--- src/rtl/gpwm_pkg.sv ---
package gpwm_pkg;
  typedef enum logic {
    SEG_CHARGE    = 1'b0,
    SEG_DISCHARGE = 1'b1
  } seg_e;
endpackage

--- src/rtl/gpwm_ramp.sv ---
module gpwm_ramp #(
  parameter int PERIOD = 1000,
  parameter int CNT_W  = $clog2(PERIOD)
) (
  input  logic             clk,
  input  logic             rst_n,
  output logic [CNT_W-1:0] cnt_q,
  output logic [CNT_W-1:0] cnt_nxt
);
  localparam logic [CNT_W-1:0] LAST = CNT_W'(PERIOD - 1);

  always_comb begin
    if (cnt_q == LAST) cnt_nxt = '0;
    else               cnt_nxt = cnt_q + 1'b1;
  end

  always_ff @(posedge clk or negedge rst_n) begin
    if (!rst_n) cnt_q <= '0;
    else        cnt_q <= cnt_nxt;
  end

  // the counter wraps exactly at the period end and steps by one otherwise
  assert_period_wrap_R1: assert property (@(posedge clk) disable iff (!rst_n)
    (cnt_q == LAST) |=> (cnt_q == '0));
  assert_period_step_R1: assert property (@(posedge clk) disable iff (!rst_n)
    (cnt_q != LAST) |=> (cnt_q == $past(cnt_q) + 1'b1));
  assert_period_range_R1: assert property (@(posedge clk) disable iff (!rst_n)
    (cnt_q <= LAST));
endmodule

--- src/rtl/gpwm_level.sv ---
module gpwm_level #(
  parameter int FB_W     = 8,
  parameter int CNT_W    = 10,
  parameter int ON_TICKS = 720
) (
  input  logic [FB_W-1:0]  fb_code,
  output logic [CNT_W-1:0] on_ticks
);
  localparam int PROD_W = FB_W + CNT_W;
  localparam int FB_MAX = (1 << FB_W) - 1;

  logic [FB_W-1:0]   fb_inv;
  logic [PROD_W-1:0] prod;
  logic [PROD_W-1:0] quot;

  // distance from the peak, scaled onto the falling segment
  always_comb begin
    fb_inv   = ~fb_code;
    prod     = PROD_W'(fb_inv) * PROD_W'(ON_TICKS);
    quot     = prod / PROD_W'(FB_MAX);
    on_ticks = CNT_W'(quot);
  end
endmodule

--- src/rtl/gpwm_latch.sv ---
module gpwm_latch
  import gpwm_pkg::*;
#(
  parameter int CNT_W  = 10,
  parameter int CHARGE = 280,
  parameter int BLANK  = 20
) (
  input  logic             clk,
  input  logic             rst_n,
  input  logic [CNT_W-1:0] cnt_q,
  input  logic [CNT_W-1:0] cnt_nxt,
  input  logic [CNT_W-1:0] on_ticks,
  input  logic             ilim_i,
  input  logic             en_i,
  output logic             q_o
);
  localparam logic [CNT_W-1:0] CHG_C = CNT_W'(CHARGE);
  localparam logic [CNT_W-1:0] BLK_C = CNT_W'(BLANK);

  seg_e             seg_nxt;
  logic             peak_nxt;
  logic [CNT_W-1:0] pos_nxt;
  logic [CNT_W-1:0] pos_cur;
  logic             blank_act;
  logic             ramp_off;
  logic             q_r;
  logic             q_n;

  always_comb begin
    seg_nxt   = (cnt_nxt < CHG_C) ? SEG_CHARGE : SEG_DISCHARGE;
    peak_nxt  = (cnt_nxt == CHG_C);
    pos_nxt   = cnt_nxt - CHG_C;
    pos_cur   = cnt_q - CHG_C;
    blank_act = (cnt_q >= CHG_C) && (pos_cur < BLK_C);
    ramp_off  = (seg_nxt == SEG_CHARGE) || (pos_nxt >= on_ticks);
  end

  // next state: set only at the peak, cleared by ramp, limit, enable or charge
  always_comb begin
    q_n = q_r;
    if (!en_i)                          q_n = 1'b0;
    else if (seg_nxt == SEG_CHARGE)     q_n = 1'b0;
    else if (peak_nxt)                  q_n = (on_ticks != '0);
    else if (q_r && ramp_off)           q_n = 1'b0;
    else if (q_r && ilim_i && !blank_act) q_n = 1'b0;
  end

  always_ff @(posedge clk or negedge rst_n) begin
    if (!rst_n) q_r <= 1'b0;
    else        q_r <= q_n;
  end

  assign q_o = q_r;

  // no conduction in the charge segment
  assert_charge_off_R2: assert property (@(posedge clk) disable iff (!rst_n)
    (cnt_q < CHG_C) |-> !q_r);
  // a cleared latch stays cleared unless the peak is next
  assert_single_pulse_R4: assert property (@(posedge clk) disable iff (!rst_n)
    (!q_r && !peak_nxt) |=> !q_r);
  // an unblanked limit ends the pulse
  assert_ilim_off_R5: assert property (@(posedge clk) disable iff (!rst_n)
    (q_r && ilim_i && !blank_act) |=> !q_r);
  // inside the blanking window only ramp or enable may end the pulse
  assert_blank_hold_R6: assert property (@(posedge clk) disable iff (!rst_n)
    (q_r && blank_act && en_i && !ramp_off) |=> q_r);
  // enable low empties the latch
  assert_en_clear_R7: assert property (@(posedge clk) disable iff (!rst_n)
    !en_i |=> !q_r);
endmodule

--- src/rtl/gpwm_top.sv ---
module gpwm_top #(
  parameter int PERIOD = 1000,
  parameter int CHARGE = 280,
  parameter int BLANK  = 20,
  parameter int FB_W   = 8
) (
  input  logic            clk,
  input  logic            rst_n,
  input  logic            en_i,
  input  logic [FB_W-1:0] fb_code_i,
  input  logic            ilim_i,
  output logic            gate_o,
  output logic            cyc_start_o
);
  localparam int CNT_W    = $clog2(PERIOD);
  localparam int ON_TICKS = PERIOD - CHARGE;
  localparam logic [CNT_W-1:0] CHG_C = CNT_W'(CHARGE);

  logic [CNT_W-1:0] cnt_q;
  logic [CNT_W-1:0] cnt_nxt;
  logic [CNT_W-1:0] on_ticks;
  logic             latch_q;

  gpwm_ramp #(.PERIOD(PERIOD), .CNT_W(CNT_W)) u_ramp (
    .clk     (clk),
    .rst_n   (rst_n),
    .cnt_q   (cnt_q),
    .cnt_nxt (cnt_nxt)
  );

  gpwm_level #(.FB_W(FB_W), .CNT_W(CNT_W), .ON_TICKS(ON_TICKS)) u_level (
    .fb_code  (fb_code_i),
    .on_ticks (on_ticks)
  );

  gpwm_latch #(.CNT_W(CNT_W), .CHARGE(CHARGE), .BLANK(BLANK)) u_latch (
    .clk      (clk),
    .rst_n    (rst_n),
    .cnt_q    (cnt_q),
    .cnt_nxt  (cnt_nxt),
    .on_ticks (on_ticks),
    .ilim_i   (ilim_i),
    .en_i     (en_i),
    .q_o      (latch_q)
  );

  assign cyc_start_o = rst_n && (cnt_q == CHG_C);
  assign gate_o      = latch_q && en_i;

  // a pulse can only begin together with the strobe
  assert_rise_at_peak_R3: assert property (@(posedge clk) disable iff (!rst_n)
    $rose(latch_q) |-> cyc_start_o);
  // outputs idle under reset
  always_comb begin
    if (!rst_n) assert_reset_idle_R8: assert (!gate_o && !cyc_start_o);
  end
endmodule

--- config.mk ---
export PLATFORM = sky130hd
export DESIGN_NAME = gpwm_top
export DESIGN_NICKNAME = d
export VERILOG_FILES = /design/src/rtl/gpwm_pkg.sv /design/src/rtl/gpwm_ramp.sv /design/src/rtl/gpwm_level.sv /design/src/rtl/gpwm_latch.sv /design/src/rtl/gpwm_top.sv
export SDC_FILE = /design/constraint.sdc
export NUM_CORES = 1
export LEC_CHECK = 0
export BUFFER_PORTS_ARGS = -buffer_cell sky130_fd_sc_hd__buf_4
export CAP_MARGIN = 5
export CORE_MARGIN = 10
export CORE_UTILIZATION = 65
export CTS_CLUSTER_DIAMETER = 40
export DETAILED_ROUTE_END_ITERATION = 8
export PLACE_DENSITY_LB_ADDON = 0.2
export SETUP_SLACK_MARGIN = 0.1
export SLEW_MARGIN = 0
export SYNTH_ARGS = -nofsm -noshare
export SYNTH_HDL_FRONTEND = slang
export SYNTH_SLANG_ARGS = --single-unit
export TNS_END_PERCENT = 5
--- constraint.sdc ---
create_clock -name clk -period 4.55 [get_ports clk]
set_input_delay 0.91 -clock clk [delete_from_list [all_inputs] [get_ports clk]]
set_output_delay 0.91 -clock clk [all_outputs]
set_load 0.02 [all_outputs]
==> run_results.csv, run 1 <==
group,metric,value,unit
clock_network,cts_resized,83,
logic_synthesis,synthTopCellsByArea,"ha_1 (13%), dfrtp_1 (6.9%), inv_1 (5.2%)",
die,start_util,0.671,
logic_synthesis,yosys_warnings,0,
clock_network,cts_setup_buffers,41,
logic_synthesis,synth_area,4000,um2
clock_network,cts_buffers,3,
logic_synthesis,synth.largest_area_cell,"ha_1",
die,row_count,28,
clock_network,cts_sinks,11,
placed_design,place_hpwl,14200,um
die,ios,14,
logic_synthesis,ys_ff_latch,11,
logic_synthesis,synth_edf_count,0,
logic_synthesis,netlist.area_leader.share,0.135,
placed_design,gp_congestion,1.01,
outcome,firstError,"[ERROR DPL-0038] Utilization greater than 100%, impossible to legalize",
logic_synthesis,synthArstFlopShare,1.00,
logic_synthesis,synth.avg_cell_area,7.54,um2
placed_design,place.port_buffers,13,
logic_synthesis,syn-instance-count,530,
outcome,status,"stopped before the end",
outcome,lastStage,"clock tree synthesis",
logic_synthesis,synth_seq_area_share,0.0689,
placed_design,dp.cells,776,
clock_network,ctsHtreeMaxLevel,1,
placed_design,post-place-ws,-8.06,ns
clock_network,hold_buffers,0,
die,die_w,98.4,um
logic_synthesis,synth_cell_types,94,
logic_synthesis,synth_nets,595,
logic_synthesis,synthFlopType,"dfrtp_1",
clock_network,root_buffer,"clkbuf_8",
die,dieHeight,98.4,um
clock_network,cts.path.max_buffers,2,
==> cells in the mapped netlist (all sizes together), types with 6 or more instances <==
library cell  number
o22ai              7
a21o              10
fa                10
or3                6
or2                8
nand2b            11
xor2               8
a211oi             9
nand2             33
nor2              44
dfrtp             11
inv               55
nand3             17
clkbuf            10
xnor2             17
o211ai             9
a21oi             29
nor4               9
and2              17
ha                43
and3               9
nor3              17
nand4             15
o21ai             29
a211o              6
==> per-stage QoR <==
stage	hold WS (ns)	cell area (um2)
global placement	0.605	5670
detailed placement	0.636	5670
floorplan	0.541	4260
==> cell families after synthesis <==
kind of cell               after synthesis  synth area share
adders and majority gates               54             0.187
xor gates and xnor gates                25            0.0567
and+or+nand+nor                        208             0.301
AOI/OAI and AO/OA                      153             0.296
DFF                                     11            0.0689
muxes                                    9            0.0238
buffers and inverters                   69            0.0661
other                                    1          0.000938
==> inputs of run 2 (changes only) <==
--- a/config.mk
+++ b/config.mk
@@ -8,11 +8,9 @@
 export BUFFER_PORTS_ARGS = -buffer_cell sky130_fd_sc_hd__buf_4
 export CAP_MARGIN = 5
 export CORE_MARGIN = 10
-export CORE_UTILIZATION = 65
-export CTS_CLUSTER_DIAMETER = 40
+export CORE_UTILIZATION = 40
 export DETAILED_ROUTE_END_ITERATION = 8
-export PLACE_DENSITY_LB_ADDON = 0.2
-export SETUP_SLACK_MARGIN = 0.1
+export PLACE_DENSITY_LB_ADDON = 0.15
 export SLEW_MARGIN = 0
 export SYNTH_ARGS = -nofsm -noshare
 export SYNTH_HDL_FRONTEND = slang
==> run_results.csv, run 2 <==
group,metric,value,unit
cells_and_area,largest_reg_flops,10,
placed_design,gp_congestion,0.859,
logic_synthesis,netlist_top_cells_count,"inv_1 (55), nor2_1 (44), ha_1 (43)",
route,top_layer_used,"met4",
global_route,overflow,0,
global_route,grt_usage,0.181,
outcome,violations,"negative setup slack",
clock_network,clk_pin_slew,0.05,ns
outcome,status,"finished, violations left",
route,dr_wl_met2,6450,um
sta,setup_violations,1,
die,row_count,36,
worst_setup_path,startpoint,"fb_code_i[7]",
logic_synthesis,synthArstFlopShare,1.00,
global_route,antenna_found_initial,0,
worst_setup_path,r2r_cells,22,
route,wl_met3,258,um
cells_and_area,nets,807,
logic_synthesis,synth_cell_types,94,
route,dr.first_iter.drc_count,320,
logic_synthesis,syn-instance-count,530,
worst_setup_path,critPathSlowestCell,"or4_4",
logic_synthesis,synth_area,4000,um2
route,wl,13100,um
logic_synthesis,synth_nets,595,
route,ant_nets,0,
global_route,first_global_vias,4905,
logic_synthesis,synth_edf_count,0,
job,cap_violations,0,
clock_network,cts.path.max_buffers,2,
placed_design,dp.cells,847,
sta,drv_slew,0,
sta,worst_slack,-7.05,ns
clock_network,cts_buffers,3,
worst_setup_path,critical_path_class,"in2reg",
sta,clock.fmax,0.0862,GHz
logic_synthesis,ys_ff_latch,11,
clock_network,ctsHtreeMaxLevel,1,
logic_synthesis,yosys_warnings,0,
die,dieHeight,120,um
sta,post-route-min-period,11.60,ns
worst_setup_path,cp-start-kind,"input pin",
min_path,hold_class,"in2async",
sta,finalHoldViolCount,0,
sta,finalCritPeriodShare,2.55,
route,wl_per_cell,15.0,um
worst_setup_path,r2r-end,"u_latch.q_o",
logic_synthesis,synth_seq_area_share,0.0689,
sta,worstMarginPinSlew,0.622,ns
route,vias,4771,
global_route,grt_max_degree,13,
die,start_util,0.409,
clock_network,clk_latency,0.23,ns
global_route,grt_pass1_wl,22700,um
route,avgViaCountPerCell,5.46,
worst_setup_path,reg2reg_from,"u_ramp.cnt_q[0]",
die,core-area,9770,um2
clock_network,cts_tree,"yes",
logic_synthesis,synth.most_common_cell,"inv_1",
worst_setup_path,path_common_cell,"a21oi_2",
placed_design,place.port_buffers,13,
worst_setup_path,rrSetupSlack,0.41,ns
placed_design,place_hpwl,10500,um
sta,slew_headroom,0.581,
logic_synthesis,synthFlopType,"dfrtp_1",
worst_setup_path,crit_path_max_fanout,6,
die,dieArea,14400,um2
sta,grt_setup_unrepaired,"true",
cells_and_area,n_antenna_cell,0,
route,dr.pass1.iters,4,
cells_and_area,drive_gt1_frac,0.463,
cells_and_area,top_register,"u_ramp.cnt_q",
sta,fin_skew,0.00493,ns
worst_setup_path,critPathMaxStageDelay,0.61,ns
die,ios,14,
worst_setup_path,cp.arrival,11.76,ns
route,drc,0,
cells_and_area,layout_common_cells,"buf_4 (213), nor2_1 (43), inv_1 (42), ha_1 (30), nand2_1 (29)",
cells_and_area,syn_to_final_growth,59.5,%
die,die_w,120,um
worst_setup_path,required,4.71,ns
logic_synthesis,synth.avg_cell_area,7.54,um2
cells_and_area,fill_cells,845,
cells_and_area,mostFrequentLayoutCell,"buf_4",
worst_setup_path,end_kind,"register",
logic_synthesis,netlist.area_leader.share,0.135,
clock_network,cts_sinks,11,
clock_network,root_buffer,"clkbuf_8",
logic_synthesis,synth.largest_area_cell,"ha_1",
route,wl_met1,6270,um
cells_and_area,fin_cells,874,
logic_synthesis,synthTopCellsByArea,"ha_1 (13%), dfrtp_1 (6.9%), inv_1 (5.2%)",
## run 2: cell counts after synthesis
Identical to the previous run, type by type.
## run 2: worst max-delay path by stage
stage	to	cells after the start	slack [ns]
after floorplan	u_latch.q_o	55	-6.55
after global placement	u_latch.q_o	55	-7.14
after detailed placement	u_latch.q_o	55	-7.43
after CTS	u_latch.q_o	60	-6.93
after global routing	u_latch.q_o	63	-7.67
final	u_latch.q_o	58	-7.05
## run 2: critical path: cells and delay by family
kind	cells	cell delay [ns]
buffers and inverters	8	0.72
adders and majority gates	8	2.41
xor gates and xnor gates	3	0.46
AOI/OAI and AO/OA	23	4.29
and+or+nand+nor	16	2.90
## run 2: cells by family (layout without fill, tap and decap cells)
| family | Yosys count | in the layout | share of synthesized area |
|---|---|---|---|
| mux | 9 | 9 | 0.0238 |
| other cells | 1 | 1 | 0.000938 |
| compound gates | 153 | 153 | 0.296 |
| flops | 11 | 11 | 0.0689 |
| xor+xnor | 25 | 25 | 0.0567 |
| buf+inv | 69 | 279 | 0.0661 |
| simple gates | 208 | 209 | 0.301 |
| fa+ha+maj | 54 | 54 | 0.187 |
## run 2: area by class of cell
class,instances,area (um2),area share
timing repair buffer,220,1690,0.265
clock buffer,4,45.0,0.00706
multi-input combinational,451,3970,0.623
inverter,55,229,0.0359
sequential,11,275,0.0432
tap,133,166,0.0261
## run 2: metal layers
layer	up-vias	track usage
met3	12	0.00797
li1	2421	-
met4	0	0.0256
met5	-	0
met2	64	0.325
met1	2274	0.238
## run 2: what timing repair did
item,CTS,global route
cloned,1,0
hold endpoints to repair,0,0
pin swaps,56,2
endpoints found under the setup margin,1,1
hold buffers,0,0
buffers inserted,22,0
gates resized for setup,60,4
## run 2: stage by stage
| stage | utilization | hold slack, ns | setup WS (ns) | setup TNS (ns) | instance area [um2] |
|---|---|---|---|---|---|
| after floorplan | - | 0.541 | -6.55 | -6.55 | 4260 |
| after global placement | 0.599 | 0.599 | -7.14 | -7.14 | 5850 |
| after detailed placement | 0.599 | 0.614 | -7.43 | -7.43 | 5850 |
| after CTS | 0.651 | 0.507 | -6.93 | -6.93 | 6360 |
| after global routing | 0.652 | 0.509 | -7.67 | -7.67 | 6380 |
| final | 0.652 | 0.503 | -7.05 | -7.05 | 6380 |
Power of run 2 is not shown: default switching activity piles up to over one toggle a cycle in this logic, so the estimate is an artifact.
